===== src/rtl/dobj_pkg.sv =====
`timescale 1ns/1ps
package dobj_pkg;
  localparam int unsigned DW    = 32;
  localparam int unsigned LEN_W = 18;

  localparam logic [1:0] A_CTRL  = 2'd0;
  localparam logic [1:0] A_STAT  = 2'd1;
  localparam logic [1:0] A_WDATA = 2'd2;
  localparam logic [1:0] A_RDATA = 2'd3;

  localparam int unsigned C_ABORT = 0;
  localparam int unsigned C_GO    = 31;
  localparam int unsigned S_BUSY  = 0;
  localparam int unsigned S_ERR   = 2;
  localparam int unsigned S_READY = 31;

  typedef enum logic [1:0] {
    PH_IDLE = 2'd0,
    PH_SEND = 2'd1,
    PH_RESP = 2'd2
  } phase_t;
endpackage


===== src/rtl/dobj_fifo.sv =====
`timescale 1ns/1ps
module dobj_fifo #(
  parameter int unsigned W     = 32,
  parameter int unsigned DEPTH = 8
) (
  input  logic                           clk,
  input  logic                           rst_n,
  input  logic                           flush,
  input  logic                           push,
  input  logic [W-1:0]                   din,
  input  logic                           pop,
  output logic [W-1:0]                   head,
  output logic                           empty,
  output logic                           full,
  output logic [$clog2(DEPTH+1)-1:0]     count
);
  localparam int unsigned AW = (DEPTH > 1) ? $clog2(DEPTH) : 1;
  localparam int unsigned CW = $clog2(DEPTH+1);

  logic [AW-1:0] wr_q, wr_d, rd_q, rd_d;
  logic [CW-1:0] cnt_q, cnt_d;
  logic [W-1:0]  mem [DEPTH];
  logic          mem_we;

  function automatic logic [AW-1:0] step(input logic [AW-1:0] p);
    return (p == AW'(DEPTH-1)) ? '0 : p + 1'b1;
  endfunction

  assign mem_we = push && !flush;

  always_comb begin
    wr_d  = wr_q;
    rd_d  = rd_q;
    cnt_d = cnt_q;
    if (flush) begin
      wr_d  = '0;
      rd_d  = '0;
      cnt_d = '0;
    end else begin
      if (push) wr_d = step(wr_q);
      if (pop)  rd_d = step(rd_q);
      case ({push, pop})
        2'b10:   cnt_d = cnt_q + 1'b1;
        2'b01:   cnt_d = cnt_q - 1'b1;
        default: cnt_d = cnt_q;
      endcase
    end
  end

  always_ff @(posedge clk or negedge rst_n) begin
    if (!rst_n) begin
      wr_q  <= '0;
      rd_q  <= '0;
      cnt_q <= '0;
    end else begin
      wr_q  <= wr_d;
      rd_q  <= rd_d;
      cnt_q <= cnt_d;
    end
  end

  always_ff @(posedge clk) begin
    if (mem_we) mem[wr_q] <= din;
  end

  assign head  = mem[rd_q];
  assign empty = (cnt_q == '0);
  assign full  = (cnt_q == CW'(DEPTH));
  assign count = cnt_q;

  assert_no_overflow_R5: assert property (@(posedge clk) disable iff (!rst_n)
    push |-> !full);
  assert_no_underflow_R8: assert property (@(posedge clk) disable iff (!rst_n)
    pop |-> !empty);
endmodule


===== src/rtl/dobj_len_track.sv =====
`timescale 1ns/1ps
module dobj_len_track
  import dobj_pkg::*;
#(
  parameter int unsigned DEPTH = 8
) (
  input  logic             clk,
  input  logic             rst_n,
  input  logic             clear,
  input  logic             accept,
  input  logic [LEN_W-1:0] len_field,
  output logic             obj_ok
);
  localparam int unsigned CW = $clog2(DEPTH+1);
  localparam int unsigned LW = LEN_W + 1;

  logic [CW-1:0] cnt_q, cnt_d;
  logic [LW-1:0] len_q, len_d;

  always_comb begin
    cnt_d = cnt_q;
    len_d = len_q;
    if (clear) begin
      cnt_d = '0;
      len_d = '0;
    end else if (accept) begin
      cnt_d = cnt_q + 1'b1;
      if (cnt_q == CW'(1)) begin
        len_d = (len_field == '0) ? (LW'(1) << LEN_W) : {1'b0, len_field};
      end
    end
  end

  always_ff @(posedge clk or negedge rst_n) begin
    if (!rst_n) begin
      cnt_q <= '0;
      len_q <= '0;
    end else begin
      cnt_q <= cnt_d;
      len_q <= len_d;
    end
  end

  assign obj_ok = (cnt_q >= CW'(2)) && (len_q >= LW'(2)) && (len_q == LW'(cnt_q));

  assert_count_bound_R5: assert property (@(posedge clk) disable iff (!rst_n)
    cnt_q <= CW'(DEPTH));
endmodule


===== src/rtl/dobj_ctrl.sv =====
`timescale 1ns/1ps
module dobj_ctrl
  import dobj_pkg::*;
(
  input  logic   clk,
  input  logic   rst_n,
  input  logic   abort,
  input  logic   start,
  input  logic   send_done,
  input  logic   resp_done,
  input  logic   err_set,
  output phase_t phase,
  output logic   error
);
  phase_t ph_q, ph_d;
  logic   err_q, err_d;

  always_comb begin
    ph_d = ph_q;
    if (abort) begin
      ph_d = PH_IDLE;
    end else begin
      case (ph_q)
        PH_IDLE: if (start)     ph_d = PH_SEND;
        PH_SEND: if (send_done) ph_d = PH_RESP;
        PH_RESP: if (resp_done) ph_d = PH_IDLE;
        default:                ph_d = PH_IDLE;
      endcase
    end
  end

  always_comb begin
    err_d = err_q;
    if (abort)        err_d = 1'b0;
    else if (err_set) err_d = 1'b1;
  end

  always_ff @(posedge clk or negedge rst_n) begin
    if (!rst_n) begin
      ph_q  <= PH_IDLE;
      err_q <= 1'b0;
    end else begin
      ph_q  <= ph_d;
      err_q <= err_d;
    end
  end

  assign phase = ph_q;
  assign error = err_q;

  assert_err_sticky_R6: assert property (@(posedge clk) disable iff (!rst_n)
    (err_q && !abort) |=> err_q);
  assert_abort_idle_R9: assert property (@(posedge clk) disable iff (!rst_n)
    abort |=> (ph_q == PH_IDLE) && !err_q);
endmodule


===== src/rtl/dobj_mailbox.sv =====
`timescale 1ns/1ps
module dobj_mailbox
  import dobj_pkg::*;
#(
  parameter int unsigned REQ_DEPTH = 8,
  parameter int unsigned RSP_DEPTH = 8
) (
  input  logic          clk,
  input  logic          rst_n,
  input  logic          reg_wr,
  input  logic [1:0]    reg_addr,
  input  logic [31:0]   reg_wdata,
  output logic [31:0]   reg_rdata,
  output logic          req_valid,
  input  logic          req_ready,
  output logic [31:0]   req_data,
  output logic          req_last,
  input  logic          rsp_valid,
  output logic          rsp_ready,
  input  logic [31:0]   rsp_data,
  input  logic          rsp_last,
  output logic          peer_abort
);
  localparam int unsigned RQ_CW = $clog2(REQ_DEPTH+1);
  localparam int unsigned RS_CW = $clog2(RSP_DEPTH+1);

  // reset: asserted asynchronously, released on the clock
  logic [1:0] rs_q;
  logic       rst_s_n;
  always_ff @(posedge clk or negedge rst_n) begin
    if (!rst_n) rs_q <= 2'b00;
    else        rs_q <= {rs_q[0], 1'b1};
  end
  assign rst_s_n = rs_q[1];

  // register decode
  logic wr_ctrl, abort_cmd, go_cmd, wr_wdata, wr_rdata;
  assign wr_ctrl   = reg_wr && (reg_addr == A_CTRL);
  assign abort_cmd = wr_ctrl && reg_wdata[C_ABORT];
  assign go_cmd    = wr_ctrl && reg_wdata[C_GO] && !reg_wdata[C_ABORT];
  assign wr_wdata  = reg_wr && (reg_addr == A_WDATA);
  assign wr_rdata  = reg_wr && (reg_addr == A_RDATA);

  phase_t phase;
  logic   busy, error, in_resp;
  logic   obj_ok, go_start, go_reject, err_write;
  logic   rq_push, rq_pop, rq_flush, rq_empty, rq_full;
  logic   rs_push, rs_pop, rs_empty, rs_full;
  logic [31:0]      rq_head, rs_head;
  logic [RQ_CW-1:0] rq_cnt;
  logic [RS_CW-1:0] rs_cnt;
  logic   send_done, resp_done, peer_abort_q;

  assign busy      = (phase != PH_IDLE);
  assign in_resp   = (phase == PH_RESP);
  assign rq_push   = wr_wdata && !busy && !rq_full;
  assign err_write = wr_wdata && (busy || rq_full);
  assign go_start  = go_cmd && !busy && !error && obj_ok;
  assign go_reject = go_cmd && !busy && !error && !obj_ok;
  assign rq_flush  = abort_cmd || go_reject;

  // request side
  dobj_fifo #(.W(DW), .DEPTH(REQ_DEPTH)) u_req_buf (
    .clk(clk), .rst_n(rst_s_n), .flush(rq_flush),
    .push(rq_push), .din(reg_wdata), .pop(rq_pop),
    .head(rq_head), .empty(rq_empty), .full(rq_full), .count(rq_cnt)
  );

  dobj_len_track #(.DEPTH(REQ_DEPTH)) u_len (
    .clk(clk), .rst_n(rst_s_n),
    .clear(abort_cmd || go_start || go_reject),
    .accept(rq_push), .len_field(reg_wdata[LEN_W-1:0]), .obj_ok(obj_ok)
  );

  assign req_valid = (phase == PH_SEND) && !rq_empty;
  assign req_data  = rq_head;
  assign req_last  = (rq_cnt == RQ_CW'(1));
  assign rq_pop    = req_valid && req_ready;
  assign send_done = rq_pop && req_last;

  // response side
  assign rsp_ready = in_resp ? !rs_full : 1'b1;
  assign rs_push   = rsp_valid && in_resp && !rs_full;
  assign resp_done = rs_push && rsp_last;
  assign rs_pop    = wr_rdata && !rs_empty;

  dobj_fifo #(.W(DW), .DEPTH(RSP_DEPTH)) u_rsp_buf (
    .clk(clk), .rst_n(rst_s_n), .flush(abort_cmd),
    .push(rs_push), .din(rsp_data), .pop(rs_pop),
    .head(rs_head), .empty(rs_empty), .full(rs_full), .count(rs_cnt)
  );

  dobj_ctrl u_ctrl (
    .clk(clk), .rst_n(rst_s_n), .abort(abort_cmd), .start(go_start),
    .send_done(send_done), .resp_done(resp_done),
    .err_set(err_write || go_reject), .phase(phase), .error(error)
  );

  always_ff @(posedge clk or negedge rst_n) begin
    if (!rst_n) peer_abort_q <= 1'b0;
    else        peer_abort_q <= abort_cmd;
  end
  assign peer_abort = peer_abort_q;

  // register read mux
  always_comb begin
    reg_rdata = '0;
    case (reg_addr)
      A_STAT: begin
        reg_rdata[S_BUSY]  = busy;
        reg_rdata[S_ERR]   = error;
        reg_rdata[S_READY] = !rs_empty;
      end
      A_RDATA: if (!rs_empty) reg_rdata = rs_head;
      default: reg_rdata = '0;
    endcase
  end

  assert_req_when_busy_R3: assert property (@(posedge clk) disable iff (!rst_s_n)
    req_valid |-> busy);
  assert_done_frees_R3: assert property (@(posedge clk) disable iff (!rst_s_n)
    (resp_done && !abort_cmd) |=> !busy);
  assert_abort_flush_R9: assert property (@(posedge clk) disable iff (!rst_s_n)
    abort_cmd |=> rq_empty && rs_empty && peer_abort);
  assert_rdata_zero_R8: assert property (@(posedge clk) disable iff (!rst_s_n)
    ((reg_addr == A_RDATA) && rs_empty) |-> (reg_rdata == '0));
  assert_stray_dropped_R10: assert property (@(posedge clk) disable iff (!rst_s_n)
    (rsp_valid && !in_resp && !rs_pop && !abort_cmd) |=> $stable(rs_cnt));
  assert_backpressure_R11: assert property (@(posedge clk) disable iff (!rst_s_n)
    (in_resp && rs_full) |-> !rsp_ready);
endmodule


===== config.mk =====
export PLATFORM = sky130hd
export DESIGN_NAME = dobj_mailbox
export DESIGN_NICKNAME = d
export VERILOG_FILES = /design/src/rtl/dobj_pkg.sv /design/src/rtl/dobj_fifo.sv /design/src/rtl/dobj_len_track.sv /design/src/rtl/dobj_ctrl.sv /design/src/rtl/dobj_mailbox.sv
export SDC_FILE = /design/constraint.sdc
export NUM_CORES = 1
export LEC_CHECK = 0
export CAP_MARGIN = 0
export CORE_ASPECT_RATIO = 0.5
export CORE_UTILIZATION = 40
export CTS_CLUSTER_SIZE = 14
export DETAILED_ROUTE_END_ITERATION = 8
export PLACE_DENSITY = 0.62
export SYNTH_ARGS = -nofsm -noshare
export SYNTH_HDL_FRONTEND = slang
export SYNTH_SLANG_ARGS = --single-unit

===== constraint.sdc =====
create_clock -name clk -period 2.1 [get_ports clk]
set_input_delay 0.42 -clock clk [delete_from_list [all_inputs] [get_ports clk]]
set_output_delay 0.42 -clock clk [all_outputs]
set_load 0.02 [all_outputs]

==> flow_summary.json <==
{
  "syn_area_um2": 22100,
  "drt_wl_total_mm": 52.0,
  "regArea_um2": 16600,
  "cp_top_family": "multiplexers",
  "yosysMostFrequentCell": "edfxtp_1",
  "areaGrowthSynthToFinish_pct": 32.9,
  "synth.area.top_cells": "edfxtp_1 (70%), mux4_2 (13%), dfrtp_1 (5.6%), mux2i_1 (1.6%), mux2_2 (1.6%)",
  "nets": 1533,
  "io_pins": 140,
  "worst-endpoint-required_ns": 1.68,
  "seq_area_frac_synth_pct": 75.2,
  "die_area_um2": 56200,
  "drt_iter0_drc": 936,
  "start_util_pct": 40.8,
  "cpMaxStageDelayCell": "dfrtp_4",
  "endpoint_kind": "output port",
  "finalNonFillerCells": 2227,
  "cts.sinks": 561,
  "grt_pass1_vias": 12200,
  "synth_warnings": 0,
  "outcome": "finished with violations",
  "drive_above_1_share_pct": 39.5,
  "vias_per_cell": 5.21,
  "overflow": 0,
  "vias": 11600,
  "hold_viol": 0,
  "clock_latency_ns": 0.58,
  "globalRouteTotalUtil_pct": 17.6,
  "drc_errors": 0,
  "cts_tree": "yes",
  "place.gp.congestion": 0.767,
  "critPathMaxFanout": 6,
  "cellPowerDensity_nw_per_um2": 1110,
  "worst-setup-path-type": "reg -> out",
  "htreeDepth": 2,
  "die_height_um": 168,
  "antenna_found_initial": 2,
  "dp.final_hpwl_mm": 28.0,
  "fillCellCount": 4147,
  "fmax_mhz": 357,
  "worst_ep_arrival_time_ns": 2.38,
  "finalClockSkew_ns": 0.0235,
  "synth_top_area_share_pct": 69.6,
  "finalWorstSetupSlack_ns": -0.704,
  "grt_pass1_wl_mm": 74.5,
  "drv_slew": 0,
  "async_flop_share_pct": 8.73,
  "multiInputGateArea_um2": 5670,
  "antenna_left": 0,
  "regToRegStartpoint": "u_rsp_buf.count[3]",
  "total_leakage_power_uw": 0.0100,
  "min_period_ns": 2.80,
  "portBuffers": 139,
  "violations": "setup timing",
  "drtPass1Iterations": 5,
  "yosysUniqueCellTypes": 58,
  "synth_edf_count": 512,
  "cts_root_buffer": "clkbuf_16",
  "r2r_end": "u_rsp_buf.mem[4][11]",
  "critPathMaxStageDelay_ns": 0.52,
  "final_area_um2": 29300,
  "worst-path-buf-inv": 4,
  "drv_cap": 0,
  "post_dp_cell_area_um2": 25900,
  "rsz0062_at_grt": "true",
  "r2r_cells": 12,
  "grt_max_degree": 33,
  "startpoint_type": "register",
  "dp_cells": 2042,
  "synth_nets": 1172,
  "worst_slew_pin_slew_ns": 0.730,
  "synth-seq-cells": 561,
  "min_path_type": "reg -> async",
  "ys_top_cells_by_count": "edfxtp_1 (512), mux4_2 (128), nor2_1 (59)",
  "clock_path_buffers": 3,
  "clk_pin_slew_ns": 0.07,
  "cts_inserted_buffers": 50,
  "period_share_pct": 134,
  "synthCells": 1083,
  "syn_avg_cell_area_um2": 20.4,
  "synthFlopType": "edfxtp_1",
  "core_um2": 54100,
  "yosysTopAreaCell": "edfxtp_1",
  "hold_slack_ns": 0.322,
  "place_ws_ns": -0.500,
  "finalSetupViolCount": 325,
  "rrSetupSlack_ns": -0.44,
  "ir_drop_uv": 548,
  "die_w_um": 334,
  "slew_headroom_pct": 51.3,
  "wl_per_cell_um": 23.4,
  "critPathMostFrequentCell": "buf_12",
  "fp-row-count": 60,
  "crit_chain": "buf_6 -> buf_12 -> buf_12 -> mux4_2 -> mux2i_2 -> nor2_1 -> buf_4"
}
-- routing by layer --
layer  track usage [%]  up-vias  part of all wire [%]
met5                 0        -                 0.021
met4              3.75        2                   1.6
met3              2.93       64                   4.0
met2              30.6      229                    51
met1              23.5     6168                    44
li1                  -     5129                     -
-- worst max path at each step --
stage,from,end,slack (ns),cells after the start
floorplan,reg_addr[0],u_req_buf.mem[4][0],-0.68,4
global route,u_rsp_buf.rd_q[0],reg_rdata[6],-0.79,7
detailed placement,u_rsp_buf.rd_q[0],reg_rdata[17],-0.50,6
CTS,u_rsp_buf.rd_q[0],reg_rdata[8],-0.72,7
global placement,u_rsp_buf.rd_q[0],reg_rdata[17],-0.46,6
finish,u_rsp_buf.rd_q[0],reg_rdata[19],-0.70,7
-- where the power goes --
part,internal (uW),switching [uW],total [uW]
logic,5840,4470,10300
clock network,5010,3910,8920
registers,12700,491,13200
-- repair_timing --
action,4_1_cts,5_1_grt
gates cloned,13,26
setup buffers,38,28
hold endpoints to repair,2,0
pin swaps,12,23
endpoints found under the setup margin,196,480
hold buffers,1,0
resized for setup,378,114
-- final cells by class --
| cell class | instances | area share (%) |
|---|---|---|
| Clock buffer | 77 | 4.96 |
| Inverter | 11 | 0.149 |
| Clock inverter | 13 | 0.397 |
| Timing Repair Buffer | 360 | 15.3 |
| Tap cell | 744 | 3.17 |
| Multi-Input combinational cell | 460 | 19.3 |
| Sequential cell | 561 | 56.6 |
| Antenna cell | 1 | 0.00853 |
-- layout by cell type, fill, tap and decap left out, types with 9 or more instances in the layout --
| cell type | instances |
|---|---|
| buf_4 | 102 |
| buf_2 | 21 |
| dfrtp_1 | 42 |
| clkdlybuf4s50_1 | 72 |
| mux2_4 | 30 |
| a21oi_1 | 9 |
| ha_1 | 14 |
| mux2i_1 | 24 |
| buf_16 | 14 |
| clkbuf_16 | 76 |
| mux4_2 | 128 |
| nand3_1 | 27 |
| nor2_1 | 49 |
| inv_1 | 9 |
| nand2_1 | 50 |
| edfxtp_1 | 512 |
| buf_12 | 55 |
| buf_6 | 65 |
| clkbuf_1 | 20 |
-- sequential cells by signal, summed over array words and instances (netlist names) --
signal and flops:
u_req_buf.mem 256, u_rsp_buf.mem 256, u_len.len_q 19, u_len.cnt_q 4, u_req_buf.count 4, u_rsp_buf.count 4
u_req_buf.rd_q 3, u_req_buf.wr_q 3, u_rsp_buf.rd_q 3, u_rsp_buf.wr_q 3, rs_q 2, u_ctrl.phase 2
peer_abort 1, u_ctrl.error 1
-- stage by stage --
step / TNS, ns / total power, uW / utilization, %
final: -105.11 / 32500 / 54.2
after global routing: -122.68 / 33800 / 54.2
after CTS: -62.82 / 32100 / 52.2
after detailed placement: -233.44 / 22000 / 47.9
after global placement: -215.82 / 21800 / 47.9
after floorplan: -147.52 / 18700 / -
-- logic make-up after synthesis --
| group | after synthesis | share of synthesized area, % |
|---|---|---|
| other | 1 | 0.0170 |
| XOR/XNOR | 12 | 0.561 |
| multiplexers | 196 | 16.3 |
| adder cells (fa/ha/maj) | 17 | 0.997 |
| AO/OA/AOI/OAI | 40 | 1.25 |
| AND/OR/NAND/NOR | 194 | 4.39 |
| flip-flops | 561 | 75.2 |
| buffers and inverters | 62 | 1.28 |
(Power assumes the default switching activity.)
